**config.mk**
```make
export PLATFORM = sky130hd
export DESIGN_NAME = txr_dma
export DESIGN_NICKNAME = d
export VERILOG_FILES = /design/src/rtl/txr_pkg.sv /design/src/rtl/txr_ring_ptr.sv /design/src/rtl/txr_byte_pump.sv /design/src/rtl/txr_dma.sv
export SDC_FILE = /design/constraint.sdc
export NUM_CORES = 1
export LEC_CHECK = 0
export CORE_AREA = 2 2 139 114
export DETAILED_ROUTE_END_ITERATION = 7
export DIE_AREA = 0 0 141 116
export PLACE_DENSITY_LB_ADDON = 0.12
export SYNTH_ARGS = -nofsm -noshare
export SYNTH_HDL_FRONTEND = slang
export SYNTH_SLANG_ARGS = --single-unit
```
**constraint.sdc**
```tcl
create_clock -name clk -period 6.7 [get_ports clk]
set_input_delay 2.01 -clock clk [delete_from_list [all_inputs] [get_ports clk]]
set_output_delay 2.01 -clock clk [all_outputs]
set_load 0.1 [all_outputs]
```
**src/rtl/txr_pkg.sv**
```systemverilog
package txr_pkg;
  localparam int ACT_BIT    = 31;
  localparam int EOL_BIT    = 30;
  localparam int FSTART_BIT = 29;
  localparam int FEND_BIT   = 28;
  localparam int W_CTL       = 0;
  localparam int W_LEN       = 1;
  localparam int W_BUF       = 2;
  localparam int DESC_STRIDE = 4;
  localparam int CNT_W       = 16;

  typedef enum logic [3:0] {
    S_IDLE, S_CTL_RD, S_CTL_WT, S_LEN_RD, S_LEN_WT, S_BUF_RD, S_BUF_WT,
    S_DAT_RD, S_DAT_WT, S_DAT_OUT, S_WBACK
  } txr_state_e;

  function automatic logic [CNT_W-1:0] count_field(input logic [31:0] w);
    return w[31:32-CNT_W];
  endfunction

  function automatic logic [31:0] retire_ctl(input logic [31:0] c);
    logic [31:0] r;
    r = c;
    r[ACT_BIT] = 1'b0;
    return r;
  endfunction

  function automatic logic [7:0] lane_of(input logic [31:0] w, input logic [1:0] i);
    return w[8*i +: 8];
  endfunction
endpackage

```
**src/rtl/txr_ring_ptr.sv**
```systemverilog
module txr_ring_ptr
  import txr_pkg::*;
#(
  parameter int AW = 8
) (
  input  logic          clk,
  input  logic          rst_n,
  input  logic          start,
  input  logic          advance,
  input  logic          wrap,
  input  logic [AW-1:0] base_w,
  output logic [AW-1:0] ptr_w
);
  logic fresh;

  always_ff @(posedge clk or negedge rst_n) begin
    if (!rst_n) begin
      fresh <= 1'b1;
      ptr_w <= '0;
    end else if (start && fresh) begin
      fresh <= 1'b0;
      ptr_w <= base_w;
    end else if (advance) begin
      ptr_w <= wrap ? base_w : ptr_w + AW'(DESC_STRIDE);
    end
  end

  // a pointer move lands on a descriptor-aligned word when the base is aligned
  a_r9_aligned_step: assert property (@(posedge clk) disable iff (!rst_n)
    (advance && !wrap && ptr_w[1:0] == 2'b00) |=> ptr_w[1:0] == 2'b00);
endmodule

```
**src/rtl/txr_byte_pump.sv**
```systemverilog
module txr_byte_pump
  import txr_pkg::*;
(
  input  logic             clk,
  input  logic             rst_n,
  input  logic             load_len,
  input  logic [CNT_W-1:0] len_in,
  input  logic             load_word,
  input  logic [31:0]      word_in,
  input  logic             active,
  input  logic             ready,
  input  logic             frag_end,
  output logic [7:0]       lane,
  output logic             last,
  output logic             len_zero,
  output logic             final_beat,
  output logic             word_end
);
  logic [CNT_W-1:0] remain;
  logic [1:0]       idx;
  logic [31:0]      word_q;
  logic             accept;

  assign accept     = active && ready;
  assign lane       = lane_of(word_q, idx);
  assign len_zero   = (remain == '0);
  assign last       = active && frag_end && (remain == CNT_W'(1));
  assign final_beat = accept && (remain == CNT_W'(1));
  assign word_end   = accept && (idx == 2'd3);

  always_ff @(posedge clk or negedge rst_n) begin
    if (!rst_n) begin
      remain <= '0;
      idx    <= '0;
      word_q <= '0;
    end else begin
      if (load_len) begin
        remain <= len_in;
        idx    <= '0;
      end else if (accept) begin
        remain <= remain - CNT_W'(1);
        idx    <= idx + 2'd1;
      end
      if (load_word) word_q <= word_in;
    end
  end

  // a stalled byte stays put
  a_r6_hold_under_stall: assert property (@(posedge clk) disable iff (!rst_n)
    (active && !ready) |=> (active && $stable(lane) && $stable(last)));
  // never offer a byte beyond the programmed count
  a_r4_no_underrun: assert property (@(posedge clk) disable iff (!rst_n)
    active |-> !len_zero);
endmodule

```
**src/rtl/txr_dma.sv**
```systemverilog
module txr_dma
  import txr_pkg::*;
#(
  parameter int AW = 8
) (
  input  logic          clk,
  input  logic          rst_n,
  input  logic [AW+1:0] ring_base,
  input  logic          kick,
  output logic          mem_rd,
  output logic          mem_we,
  output logic [AW-1:0] mem_addr,
  output logic [31:0]   mem_wdata,
  input  logic [31:0]   mem_rdata,
  output logic          tx_valid,
  output logic [7:0]    tx_data,
  output logic          tx_last,
  input  logic          tx_ready,
  output logic          running,
  output logic          frame_done
);
  txr_state_e    state;
  logic [31:0]   ctl_q;
  logic [AW-1:0] buf_w;
  logic [AW-1:0] ptr_w;
  logic [AW-1:0] base_w;
  logic          start_evt, retire_evt, stop_evt;
  logic          len_zero, final_beat, word_end;
  logic [3:0]    unused_bits;

  assign base_w      = ring_base[AW+1:2];
  assign unused_bits = {ring_base[1:0], mem_rdata[1:0]};
  assign start_evt   = (state == S_IDLE) && kick;
  assign retire_evt  = (state == S_WBACK);
  assign stop_evt    = (state == S_CTL_WT) && !mem_rdata[ACT_BIT];

  txr_ring_ptr #(.AW(AW)) u_ptr (
    .clk(clk), .rst_n(rst_n), .start(start_evt), .advance(retire_evt),
    .wrap(ctl_q[EOL_BIT]), .base_w(base_w), .ptr_w(ptr_w)
  );

  txr_byte_pump u_pump (
    .clk(clk), .rst_n(rst_n),
    .load_len(state == S_LEN_WT), .len_in(count_field(mem_rdata)),
    .load_word(state == S_DAT_WT), .word_in(mem_rdata),
    .active(state == S_DAT_OUT), .ready(tx_ready), .frag_end(ctl_q[FEND_BIT]),
    .lane(tx_data), .last(tx_last), .len_zero(len_zero),
    .final_beat(final_beat), .word_end(word_end)
  );

  always_ff @(posedge clk or negedge rst_n) begin
    if (!rst_n) begin
      state   <= S_IDLE;
      ctl_q   <= '0;
      buf_w   <= '0;
      running <= 1'b0;
    end else begin
      unique case (state)
        S_IDLE: if (kick) begin
          state   <= S_CTL_RD;
          running <= 1'b1;
        end
        S_CTL_RD: state <= S_CTL_WT;
        S_CTL_WT: begin
          ctl_q <= mem_rdata;
          if (stop_evt) begin
            state   <= S_IDLE;
            running <= 1'b0;
          end else begin
            state <= S_LEN_RD;
          end
        end
        S_LEN_RD: state <= S_LEN_WT;
        S_LEN_WT: state <= S_BUF_RD;
        S_BUF_RD: state <= S_BUF_WT;
        S_BUF_WT: begin
          buf_w <= mem_rdata[AW+1:2];
          state <= len_zero ? S_WBACK : S_DAT_RD;
        end
        S_DAT_RD: begin
          buf_w <= buf_w + AW'(1);
          state <= S_DAT_WT;
        end
        S_DAT_WT: state <= S_DAT_OUT;
        S_DAT_OUT: begin
          if (final_beat)    state <= S_WBACK;
          else if (word_end) state <= S_DAT_RD;
        end
        S_WBACK: state <= S_CTL_RD;
        default: state <= S_IDLE;
      endcase
    end
  end

  always_comb begin
    mem_rd   = 1'b0;
    mem_addr = ptr_w + AW'(W_CTL);
    unique case (state)
      S_CTL_RD: mem_rd = 1'b1;
      S_LEN_RD: begin mem_rd = 1'b1; mem_addr = ptr_w + AW'(W_LEN); end
      S_BUF_RD: begin mem_rd = 1'b1; mem_addr = ptr_w + AW'(W_BUF); end
      S_DAT_RD: begin mem_rd = 1'b1; mem_addr = buf_w; end
      default: ;
    endcase
  end

  assign mem_we     = retire_evt;
  assign mem_wdata  = retire_ctl(ctl_q);
  assign tx_valid   = (state == S_DAT_OUT);
  assign frame_done = retire_evt && ctl_q[FEND_BIT];

  // one port, one operation per cycle
  a_r12_one_port: assert property (@(posedge clk) disable iff (!rst_n)
    !(mem_rd && mem_we));
  // an idle engine leaves memory and stream alone
  a_r10_idle_quiet: assert property (@(posedge clk) disable iff (!rst_n)
    !running |-> (!mem_rd && !mem_we && !tx_valid && !frame_done));
  // the first cycle of a run is a control-word fetch
  a_r2_first_fetch: assert property (@(posedge clk) disable iff (!rst_n)
    $rose(running) |-> mem_rd);
  // a write-back is followed by the next fetch, never a byte
  a_r7_wb_then_fetch: assert property (@(posedge clk) disable iff (!rst_n)
    mem_we |=> (mem_rd && !tx_valid));
endmodule

```
==> metrics.md <==
| Metric | Value |
|---|---|
| Critical Path RT | `4.69 ns` |
| Die height | `116 um` |
| Setup bufs post-CTS | `0` |
| Antenna fix cells | `0` |
| Initial antenna violation count | `0` |
| R2r startpoint | `state[1]` |
| CTS HTree Levels | `3` |
| Crit path DAT | `3.78 ns` |
| Largest net degree at the start of global routing | `75` |
| Relative slew slack | `29.3%` |
| Clk buf depth | `2` |
| Register clock-pin slew on the reported worst setup and hold paths | `0.07 ns` |
| Number of max-cap violations | `0` |
| Setup violators final | `0` |
| Cell Area, Placed | `0.00639 mm2` |
| Core area | `0.0149 mm2` |
| Cell Rows | `40` |
| Syn Area/Cell | `11.2 um2` |
| Top cells by count, synth | `dfrtp_1, mux2_2, nand2_1` |
| CTS tree | `done` |
| CTS Sinks | `103` |
| Fin. Hold Viols | `0` |
| Area leader, netlist | `dfrtp_1` |
| IO Pins | `100` |
| Buf/Inv on CP | `2` |
| Type of the worst setup path | `flip-flop to primary output` |
| CTS Hold Bufs | `0` |
| Average wire per standard cell | `18.5 um` |
| Die Footprint | `0.0164 mm2` |
| Final instance area | `0.00667 mm2` |
| Synthesized instance count | `473` |
| Nets | `605` |
| Top_reg_cell synth | `dfrtp_1` |
| Worst Setup SP | `u_pump.remain[1]` |
| Synth warn | `0` |
| CTS root buffer | `clkbuf_16` |
| Achievable Freq | `0.173 GHz` |
| First-pass GRT wire length | `22.1 mm` |
| Mapped cell area | `0.00528 mm2` |
| Chip width | `141 um` |
| Post-CTS Resized | `0` |
| Synth Register Bits | `103` |
| Initial Util | `35.5%` |
| Slew at the pin closest to its max-slew limit | `1.06 ns` |
| Area contributors post-synth | `dfrtp_1, mux2_2, mux4_2` |
| Port Buf Inserts | `96` |
| Register area | `0.00258 mm2` |
| Via count | `4094` |
| Cell family with most CP delay | `simple AND/OR/NAND/NOR gates` |
| Routed Antenna Nets | `0` |
| Distinct cells, synth | `59` |
| Hold Crit Start | `u_ptr.fresh` |
| Global-route usage over all layers | `17.6%` |
| Minimum clock period | `5.79 ns` |
| Number of flops mapped to enable cells by yosys | `0` |
| Layout cell share with drive strength beyond 1 | `19.2%` |
| Number of vias per cell | `5.50` |
| Fill cells | `1418` |
| GR Overflow Total | `0` |
| Synth top area share | `48.4%` |
| Initial DRC Count | `185` |
| Area Overhead vs Synth | `26.4%` |
| Final GP Congestion | `0.820` |
| Worst skew pair latency | `0.35 ns` |
| Multi-input logic area | `0.00254 mm2` |
| Sequential area share after synthesis | `48.9%` |
| Pre-antenna DRT Iters | `5` |
| Setup WS post-layout | `0.906 ns` |
| TritonCTS buffer count | `9` |
| Fin Clk Skew | `0.00485 ns` |
| Critical Path Fanout Max | `5` |
| DP Worst Slack | `1.32 ns` |
| Worst setup SP type | `flip-flop` |
| Setup TNS Final | `0 ns` |
| Most numerous cell in the Yosys netlist | `dfrtp_1` |
| Crit-path cells | `inv_1, ha_1, or4b_2, nor4_1, and3_1, clkdlybuf4s50_1` |
| CP max-delay cell | `clkdlybuf4s50_1` |
| Max incr delay on CP | `1.13 ns` |
| Drc violations | `0` |
| Vias in the first global route | `4007` |
| Routed WL | `13.8 mm` |
| Status | `completed` |
| Synth async-reset ratio | `100%` |
| Slew Limit Fails | `0` |
| Crit path capture type | `primary output` |
| DP HPWL | `9.83 mm` |
| Hold crit path type | `flip-flop to flip-flop` |
| Fin crit share | `86.5%` |
| Syn_nets | `527` |
| RSZ-0062 raised after global routing | `false` |
worst paths after layout:
check	end	slack, ns	cells past startpoint
min	u_ptr.fresh	0.46	2
min in group asynchronous	u_ptr.ptr_w[1]	1.78	1
min reg2reg	u_ptr.fresh	0.46	2
max reg2reg	u_pump.remain[12]	3.89	4
max in group asynchronous	u_pump.word_q[27]	3.91	2
max	tx_last	0.91	6
worst min-delay path: stages (launching register included):
cell and delay [ns]:
dfstp_2 0.38, inv_1 0.05, a31oi_1 0.04
per-stage QoR:
stage          util, %  hold slack (ns)  std cells
5_1_grt           44.9            0.468        745
3_3_place_gp      43.0            0.433        729
6_report          44.9            0.455        745
4_1_cts           44.9            0.456        745
3_5_place_dp      43.0            0.447        729
2_1_floorplan        -            0.426        473
area by class of cell:
| type | count | share of cell area [%] |
|---|---|---|
| clock buffer | 9 | 3.38 |
| sequential | 103 | 38.7 |
| clock inverter | 7 | 0.863 |
| timing repair buffer | 101 | 14.9 |
| inverter | 11 | 0.619 |
| multi-input combinational | 325 | 38.0 |
| tap | 189 | 3.54 |
metal layers:
metal | part of all wire [%] | up-vias | GRT usage [%] | wire length [um]
met5 | 0 | - | 0 | 0
met4 | 0.99 | 0 | 3.60 | 136
met3 | 4.9 | 8 | 5.50 | 681
met2 | 46 | 93 | 27.7 | 6370
met1 | 48 | 2062 | 24.2 | 6610
li1 | - | 1931 | - | -
sequential cells by signal, summed over array words and instances, names as in the netlist:
signal / count
ctl_q: 31
u_pump.word_q: 32
u_pump.idx: 2
u_ptr.ptr_w: 8
state: 4
u_pump.remain: 16
buf_w: 8
u_ptr.fresh: 1
running: 1
cells by family (layout without fill, tap and decap cells):
| group | Yosys count | count (layout) | synth area share [%] |
|---|---|---|---|
| and+or+nand+nor | 129 | 129 | 13.5 |
| AOI/OAI and AO/OA | 105 | 105 | 13.1 |
| DFF | 103 | 103 | 48.9 |
| muxes | 81 | 81 | 18.8 |
| buffers and inverters | 45 | 128 | 3.60 |
| adders and majority gates | 8 | 8 | 1.90 |
| other | 1 | 1 | 0.0710 |
| xor gates and xnor gates | 1 | 1 | 0.166 |
cells in the final DEF (no fill, tap or decap), types with 9 or more instances in the layout:
master,synthesis,routed
nand3_1,18,18
o22ai_1,10,10
clkbuf_16,0,9
o21ai_0,23,23
a21oi_1,21,21
o211ai_1,14,14
nand2_1,41,41
clkdlybuf4s50_1,0,95
nor2_1,11,11
inv_1,10,10
dfrtp_1,102,102
mux2i_1,9,9
mux2_2,64,64
Power is not shown: default switching activity piles up to over one toggle a cycle in this logic, so the estimate is an artifact.
